===== src/rtl/ebm_pkg.sv =====
package ebm_pkg;

    typedef enum logic [1:0] {
        PH_IDLE  = 2'd0,
        PH_BEAT0 = 2'd1,
        PH_BEAT1 = 2'd2
    } ebm_phase_e;

endpackage


===== src/rtl/ebm_lanes.sv =====
module ebm_lanes #(
    parameter int DW = 16
) (
    input  logic          word,
    input  logic          port8,
    input  logic          addr0,
    input  logic          second,
    input  logic [DW-1:0] wdata,
    input  logic [DW-1:0] din,
    input  logic [DW-1:0] rdata_q,
    output logic          lane_hi,
    output logic          lane_lo,
    output logic [DW-1:0] dout,
    output logic [DW-1:0] rdata_nx
);
    localparam int BW = DW / 2;

    always_comb begin
        lane_hi  = 1'b0;
        lane_lo  = 1'b0;
        dout     = '0;
        rdata_nx = rdata_q;
        if (word && !port8) begin
            lane_hi  = 1'b1;
            lane_lo  = 1'b1;
            dout     = wdata;
            rdata_nx = din;
        end else if (word) begin
            lane_hi = 1'b1;
            if (second) begin
                dout     = {wdata[BW-1:0], {BW{1'b0}}};
                rdata_nx = {rdata_q[DW-1:BW], din[DW-1:BW]};
            end else begin
                dout     = {wdata[DW-1:BW], {BW{1'b0}}};
                rdata_nx = {din[DW-1:BW], rdata_q[BW-1:0]};
            end
        end else if (!port8 && addr0) begin
            lane_lo  = 1'b1;
            dout     = {{BW{1'b0}}, wdata[BW-1:0]};
            rdata_nx = {{BW{1'b0}}, din[BW-1:0]};
        end else begin
            lane_hi  = 1'b1;
            dout     = {wdata[BW-1:0], {BW{1'b0}}};
            rdata_nx = {{BW{1'b0}}, din[DW-1:BW]};
        end
    end
endmodule


===== src/rtl/ebm_arbiter.sv =====
module ebm_arbiter (
    input  logic clk,
    input  logic rst_n,
    input  logic arb_req,
    input  logic arb_gack,
    input  logic idle,
    input  logic lock,
    output logic grant
);
    logic grant_d, grant_q;

    always_comb begin
        grant_d = grant_q;
        if (grant_q && !arb_req)
            grant_d = 1'b0;
        else if (!grant_q && arb_req && idle && !lock && !arb_gack)
            grant_d = 1'b1;
    end

    always_ff @(posedge clk or negedge rst_n) begin
        if (!rst_n) grant_q <= 1'b0;
        else        grant_q <= grant_d;
    end

    assign grant = grant_q;

    // grant is withdrawn one cycle after the request drops
    a_r10_grant_drop: assert property (@(posedge clk) disable iff (!rst_n)
        grant_q && !arb_req |=> !grant_q);
    // no grant while a locked pair is pending
    a_r11_no_grant_locked: assert property (@(posedge clk) disable iff (!rst_n)
        lock |-> !grant_q);
endmodule


===== src/rtl/ebus_master.sv =====
module ebus_master #(
    parameter int AW = 24,
    parameter int DW = 16
) (
    input  logic          clk,
    input  logic          rst_n,
    input  logic          req_valid,
    output logic          req_ready,
    input  logic          req_write,
    input  logic          req_word,
    input  logic          req_lock,
    input  logic [AW-1:0] req_addr,
    input  logic [DW-1:0] req_wdata,
    input  logic          req_port8,
    output logic          rsp_valid,
    output logic [DW-1:0] rsp_rdata,
    output logic [AW-1:0] bus_addr,
    output logic          bus_addr_oe,
    output logic          bus_strobe,
    output logic          bus_write,
    output logic          bus_lane_hi,
    output logic          bus_lane_lo,
    output logic [DW-1:0] bus_dout,
    output logic          bus_dout_oe,
    input  logic [DW-1:0] bus_din,
    input  logic          bus_ack,
    output logic          bus_rmw,
    input  logic          arb_req,
    output logic          arb_grant,
    input  logic          arb_gack
);
    import ebm_pkg::*;

    typedef struct packed {
        ebm_phase_e    ph;
        logic [AW-1:0] addr;
        logic [DW-1:0] wdata;
        logic          write;
        logic          word;
        logic          port8;
        logic          cur_lock;
        logic          lock;
        logic          rsp;
        logic [DW-1:0] rdata;
    } seq_t;

    seq_t s_d, s_q;

    logic          idle, busy, open, accept, active;
    logic          lane_hi, lane_lo;
    logic [DW-1:0] lane_dout, rdata_nx;
    logic [AW-1:0] beat_addr;

    assign idle   = (s_q.ph == PH_IDLE);
    assign active = !idle;
    assign busy   = arb_grant || arb_gack;
    assign open   = idle && !busy && (!arb_req || s_q.lock);
    assign accept = open && req_valid;

    ebm_arbiter u_arb (
        .clk      (clk),
        .rst_n    (rst_n),
        .arb_req  (arb_req),
        .arb_gack (arb_gack),
        .idle     (idle),
        .lock     (s_q.lock),
        .grant    (arb_grant)
    );

    ebm_lanes #(.DW(DW)) u_lanes (
        .word     (s_q.word),
        .port8    (s_q.port8),
        .addr0    (s_q.addr[0]),
        .second   (s_q.ph == PH_BEAT1),
        .wdata    (s_q.wdata),
        .din      (bus_din),
        .rdata_q  (s_q.rdata),
        .lane_hi  (lane_hi),
        .lane_lo  (lane_lo),
        .dout     (lane_dout),
        .rdata_nx (rdata_nx)
    );

    always_comb begin
        if (!s_q.word)                 beat_addr = s_q.addr;
        else if (s_q.ph == PH_BEAT1)   beat_addr = {s_q.addr[AW-1:1], 1'b1};
        else                           beat_addr = {s_q.addr[AW-1:1], 1'b0};
    end

    always_comb begin
        s_d     = s_q;
        s_d.rsp = 1'b0;
        case (s_q.ph)
            PH_IDLE: begin
                if (accept) begin
                    s_d.ph       = PH_BEAT0;
                    s_d.addr     = req_addr;
                    s_d.wdata    = req_wdata;
                    s_d.write    = req_write;
                    s_d.word     = req_word;
                    s_d.port8    = req_port8;
                    s_d.cur_lock = req_lock;
                    s_d.lock     = s_q.lock || req_lock;
                    s_d.rdata    = '0;
                end
            end
            PH_BEAT0: begin
                if (bus_ack) begin
                    if (!s_q.write) s_d.rdata = rdata_nx;
                    if (s_q.word && s_q.port8) begin
                        s_d.ph = PH_BEAT1;
                    end else begin
                        s_d.ph   = PH_IDLE;
                        s_d.rsp  = 1'b1;
                        s_d.lock = s_q.cur_lock;
                    end
                end
            end
            PH_BEAT1: begin
                if (bus_ack) begin
                    if (!s_q.write) s_d.rdata = rdata_nx;
                    s_d.ph   = PH_IDLE;
                    s_d.rsp  = 1'b1;
                    s_d.lock = s_q.cur_lock;
                end
            end
            default: s_d.ph = PH_IDLE;
        endcase
    end

    always_ff @(posedge clk or negedge rst_n) begin
        if (!rst_n) s_q <= '0;
        else        s_q <= s_d;
    end

    assign req_ready   = open;
    assign rsp_valid   = s_q.rsp;
    assign rsp_rdata   = s_q.rdata;
    assign bus_strobe  = active;
    assign bus_addr_oe = active;
    assign bus_addr    = active ? beat_addr : '0;
    assign bus_write   = active && s_q.write;
    assign bus_dout_oe = active && s_q.write;
    assign bus_dout    = bus_dout_oe ? lane_dout : '0;
    assign bus_lane_hi = active && lane_hi;
    assign bus_lane_lo = active && lane_lo;
    assign bus_rmw     = s_q.lock;

    // an unacknowledged cycle holds its strobe and address
    a_r7_hold: assert property (@(posedge clk) disable iff (!rst_n)
        bus_strobe && !bus_ack |=> bus_strobe && $stable(bus_addr) && $stable(bus_dout));
    // completion is a single-cycle pulse
    a_r8_pulse: assert property (@(posedge clk) disable iff (!rst_n)
        rsp_valid |=> !rsp_valid);
    // grant never overlaps a bus cycle
    a_r9_grant_idle: assert property (@(posedge clk) disable iff (!rst_n)
        arb_grant |-> !bus_strobe && !req_ready);
    // silent while the other master owns the bus
    a_r9_quiet: assert property (@(posedge clk) disable iff (!rst_n)
        arb_gack |-> !bus_addr_oe && !bus_dout_oe && !req_ready);
    // data drive only inside a write cycle
    a_r12_dout: assert property (@(posedge clk) disable iff (!rst_n)
        bus_dout_oe |-> bus_strobe && bus_write);
    // the second byte cycle follows the first only for split words
    a_r3_split: assert property (@(posedge clk) disable iff (!rst_n)
        s_q.ph == PH_BEAT1 |-> s_q.word && s_q.port8 && bus_lane_hi && !bus_lane_lo);
endmodule


===== config.mk =====
export PLATFORM = sky130hd
export DESIGN_NAME = ebus_master
export DESIGN_NICKNAME = d
export VERILOG_FILES = /design/src/rtl/ebm_pkg.sv /design/src/rtl/ebm_lanes.sv /design/src/rtl/ebm_arbiter.sv /design/src/rtl/ebus_master.sv
export SDC_FILE = /design/constraint.sdc
export NUM_CORES = 1
export LEC_CHECK = 0
export BUFFER_PORTS_ARGS = -buffer_cell sky130_fd_sc_hd__buf_2
export CAP_MARGIN = 20
export CORE_ASPECT_RATIO = 0.8
export CORE_MARGIN = 2
export CORE_UTILIZATION = 50
export DETAILED_ROUTE_END_ITERATION = 6
export PLACE_DENSITY_LB_ADDON = 0.3
export SYNTH_ARGS = -nofsm -noshare
export SYNTH_HDL_FRONTEND = slang
export SYNTH_SLANG_ARGS = --single-unit

===== constraint.sdc =====
create_clock -name clk -period 5.3 [get_ports clk]
set_input_delay 0 -clock clk [delete_from_list [all_inputs] [get_ports clk]]
set_output_delay 0 -clock clk [all_outputs]
set_load 0.02 [all_outputs]

### Word level (Yosys, flattened, before mapping)

Cells that the tools add are included.

| word-level totals | value |
|---|---|
| register bits | 65 |
| input port bits | 66 |
| logic and storage cells | 81 |

| operators by class | value |
|---|---|
| eq/ne operators | 6 |
| mux-type cells | 33 |
| reduce and logical (&&, ||, !) cells | 31 |

Operators with widths:

| kind | count |
|---|---|
| 16-bit two-way mux | 10 |
| 16-bit one-hot mux with 3 select lines | 1 |
| 47-bit two-way mux | 1 |
| 18-bit two-way mux | 2 |
| 24-bit two-way mux | 1 |
| 1-bit logical AND | 14 |
| 1-bit two-way mux | 10 |
| 2-bit two-way mux | 4 |
| 8-bit two-way mux | 1 |
| 1-bit zero test | 7 |
| 2-bit != test (second input constant) | 3 |
| 2-bit one-hot mux with 3 select lines | 1 |
| 5-bit AND reduction | 1 |
| 4-bit AND reduction | 1 |
| 1-bit logical OR | 3 |
| 1-bit one-hot mux with 3 select lines | 1 |
| 3-bit AND reduction | 1 |
| 3-bit nonzero test | 1 |
| 2-bit by 1-bit equality test with 1-bit output (second input constant) | 1 |
| 2-bit equality test (second input constant) | 1 |
| 2-bit zero test | 1 |
| 2-bit by 1-bit != test with 1-bit output (second input constant) | 1 |
| 1-bit one-hot mux with 2 select lines | 1 |
| 2-bit AND reduction | 1 |
| 2-bit nonzero test | 1 |

### Logic depth before layout (Yosys ltp)

| depth | value |
|---|---|
| depth after elaboration | 8 |
| depth in mapped cells | 8 |

### Hierarchy

A second synthesis with hierarchy kept.

| second synthesis, totals | value |
|---|---|
| cell total of the unflattened synthesis | 337 |
| area total of the unflattened synthesis | 3564.7 sq um |

By module, submodules not included:

| module | instances | cells an instance | area an instance (sq um) | sequential area each (sq um) |
|---|---|---|---|---|
| ebus_master | 1 | 230 | 2961.6 | 1601.5 |
| ebm_lanes | 1 | 104 | 558.0 | 0.0 |
| ebm_arbiter | 1 | 3 | 45.0 | 25.0 |

### Worst setup path after synthesis

No wires, ideal clock.

| path | value |
|---|---|
| kind | register to register |
| start | register s_q[62] in the netlist's numbering |
| end | register s_q[18] in the netlist's numbering |
| arrival | 1.831 ns |
| data required time | 5.175 ns |
| setup slack | 3.345 ns |
| cell stages (with the launch flop) | 8 |
| buffers on the path | 2 |
| clock period less this slack | 1.955 ns |
| cells stage by stage | dfrtp_1 -> inv_1 -> ha_1 -> nand2b_1 -> nor4_2 -> buf_4 -> buf_4 -> mux2_2 |

| on the way | value |
|---|---|
| longest elaborated chain between the ends | 5 |

Ends and longest elaborated chain:

| item | RTL line | RTL |
|---|---|---|
| start: declaration | ebus_master.sv:47 | `seq_t s_d, s_q;` |
| start signal: assignment | ebus_master.sv:132 | `if (!rst_n) s_q <= '0;` |
| start signal: assignment | ebus_master.sv:133 | `else s_q <= s_d;` |
| 2-bit zero test * | ebus_master.sv:54, ebus_master.sv:93 |  |
| 1-bit logical AND (2 in a row) | ebus_master.sv:57 | `assign open = idle && !busy && (!arb_req \|\| s_q.lock);` |
| 1-bit logical AND | ebus_master.sv:58 | `assign accept = open && req_valid;` |
| 2-bit AND reduction (no line) * | - |  |

Mark *: on every way between the ends. The rest lies on a longest branch, timed or not.
A chain may end at the register's enable or synchronous reset.

### Worst setup path in the final report

| path | value |
|---|---|
| start | register s_q[21] in the netlist's numbering |
| end | output bus_dout[12] |

| on the way | value |
|---|---|
| longest elaborated chain between the ends | 2 |

Ends and longest elaborated chain:

| item | RTL line | RTL |
|---|---|---|
| 1-bit logical AND | ebus_master.sv:143 | `assign bus_dout_oe = active && s_q.write;` |
| 16-bit two-way mux | ebus_master.sv:144 | `assign bus_dout = bus_dout_oe ? lane_dout : '0;` |
| end: declaration | ebus_master.sv:23 | `output logic [DW-1:0] bus_dout,` |

No other way between the ends.

==> metrics.yaml <==
status:
  outcome: "completed"
yosys:
  synth_edf_count: 0
  avgSynthCellArea_um2: 11.5
  synth_top_area_share_pct: 48.6
  netlist_area_um2: 3350
  synthFlopType: "dfrtp_1"
  synth_top_area_cell: "dfrtp_1"
  synth_cell_types: 40
  syn-instance-count: 292
  netlist_top_cells_area: "dfrtp_1, mux2_2, nor2b_1"
  syn-num-nets: 363
  yosysSeqAreaShare_pct: 48.6
  ys_seq_elements: 65
  yosysWarnings: 0
  synth-async-reset-ratio_pct: 100
route:
  dr.pass1.iters: 4
  wl_met3_um: 663
  top_layer_used: "met4"
  drt_iter0_drc: 110
  drtAntennaViolNets: 0
  route.met2.wl_um: 4070
  viasPerCell: 5.22
  drcViolationCount: 0
  vias: 2856
  wirelength_um: 8620
  wl_per_cell_um: 15.8
  wl_met1_um: 3800
finish:
  stdcell_count: 547
  final_area_um2: 4660
  n_fill_cell: 472
  fin_util_pct: 72.3
  syn_to_final_growth_pct: 39.2
  antenna_cells: 0
  drive_gt1_share_pct: 43.4
  final_nets: 529
sta:
  drv_slew: 0
  tightest_slew_ps: 1010
  min_period_ps: 2570
  fmax_ghz: 0.389
  hold_violations: 0
  tns_ps: 0
  relSlewSlack_pct: 32.5
  final.period_utilization_pct: 48.5
  layout_setup_ws_ps: 2730
  whs_ps: 40.4
  rsz0062_at_grt: "false"
  setup_viol: 0
  finClkSkew_ps: 6.45
floorplanning:
  initial_core_util_pct: 52.0
  io_pins: 132
  dieWidth_um: 95.5
  row_count: 26
  core_um2: 6440
  dieHeight_um: 77.2
  die_area_um2: 7370
clock_tree:
  clk_pin_slew_worst_paths_ps: 70
  cts_resized: 0
  post-cts-setup-buffers: 0
  clockBufferDepth: 2
  cts_tree: "done"
  cts_sinks: 65
  h-tree-depth: 3
  root_buffer: "clkbuf_8"
  insertion_delay_ps: 330
  cts_made_buffers: 9
placed_design:
  pre_cts_ws_ps: 2530
  gp_congestion: 0.843
  post-place-cells: 478
  placed_cell_area_um2: 3930
  hpwl_um: 5650
  io_buffers: 131
grt:
  grt_max_degree: 66
  antenna_found_initial: 0
  grt_pass1_wl_um: 13400
  overflow: 0
  grt_pass1_vias: 2772
  track_usage_pct: 23.7
power:
  vdd_drop_max_mv: 0.322
  power_density_nw_per_um2: 515
  leakage_nw: 2.31
  total_power_mw: 2.40
worst_setup_path:
  arrival_ps: 2570
  startpoint_type: "flop"
  endpoint_kind: "primary output"
  cp_max_fo: 13
  worstSetupPathType: "reg2out"
  critical_path_required_ps: 5300
worst_hold_path:
  hold_class: "in2reg"
job:
  drv_cap: 0
==> synth_stat cells, types with 2 or more instances <==
cell      instances
a311oi_1          7
nor2b_1          27
nand2_1           8
buf_2             4
nor3_1           10
nor2_1           12
buf_4            20
and2_1            9
nand3_1           3
o211ai_1          3
o31ai_1           3
ha_1              5
o22a_1            8
a22o_1           14
nor4_4            2
inv_1            12
mux2_2           43
nand2b_1          2
dfrtp_1          65
a21oi_1           2
o21ai_0           8
clkbuf_1          7
==> final timing paths <==
check	start	to	slack, ps	cells after the start
max reg2reg	s_q[62]	rsp_rdata[11]	2930	5
min	bus_din[12]	rsp_rdata[12]	40	4
max in group asynchronous	rst_n	s_q[37]	4380	3
min reg2reg	rsp_rdata[14]	rsp_rdata[14]	500	1
max	s_q[21]	bus_dout[12]	2730	4
min in group asynchronous	rst_n	s_q[50]	380	3
==> worst max-delay path, cell delays in order, from the launching register on <==
cell and delay, ps:
dfrtp_1 620, inv_1 320, nor3_1 850, a22o_1 260, buf_2 170
==> cells in the final DEF (no fill, tap or decap), types with 5 or more instances in the layout <==
| master | instances |
|---|---|
| dlygate4sd3_1 | 52 |
| ha_1 | 5 |
| buf_2 | 131 |
| clkbuf_8 | 10 |
| a22o_1 | 14 |
| mux2_2 | 43 |
| and2_1 | 9 |
| nor3_1 | 10 |
| o22a_1 | 8 |
| nand2_1 | 8 |
| o21ai_0 | 8 |
| inv_1 | 12 |
| a311oi_1 | 7 |
| nor2_1 | 12 |
| dfrtp_1 | 65 |
| nor2b_1 | 27 |
==> per-layer routing <==
| layer | vias up | GRT usage (%) |
|---|---|---|
| met5 | - | 0 |
| met4 | 0 | 5.43 |
| met3 | 11 | 7.56 |
| met2 | 121 | 39.3 |
| met1 | 1371 | 30.3 |
| li1 | 1353 | - |
==> where the power goes <==
group          internal (mW)  leakage, nW  switching (mW)  total (mW)
Combinational          0.480         1.41           0.648        1.13
Sequential             0.708        0.808           0.151       0.859
Clock                  0.228       0.0953           0.185       0.413
Total                   1.42         2.31           0.983        2.40
==> state kept, by name (all words and copies together) (netlist names) <==
signal       flops
rsp_rdata       16
bus_rmw          1
u_arb.grant      1
rsp_valid        1
s_q             46
==> cell type report <==
| cell class | instances | area (µm²) | area share [%] |
|---|---|---|---|
| flip-flops and latches | 65 | 1630 | 34.9 |
| multi-input cells | 182 | 1470 | 31.6 |
| repair buffers | 187 | 1210 | 26.0 |
| clock buffers | 11 | 141 | 3.03 |
| well taps | 84 | 105 | 2.26 |
| clock inverters | 5 | 55.1 | 1.18 |
| inverters | 13 | 48.8 | 1.05 |
==> logic make-up (layout without fill, tap and decap cells) <==
group,count (synthesis),after routing,synth area share (%)
adder cells (fa/ha/maj),5,5,1.87
multiplexers,44,44,14.8
flip-flops,65,65,48.6
AO/OA/AOI/OAI,57,57,13.8
buffers and inverters,45,216,7.66
AND/OR/NAND/NOR,76,76,13.3
==> timing repair <==
action                                 CTS  global route
endpoints found under the hold margin  116             0
setup endpoints to repair                0             0
hold buffers                            52             0
(Power assumes the default switching activity.)
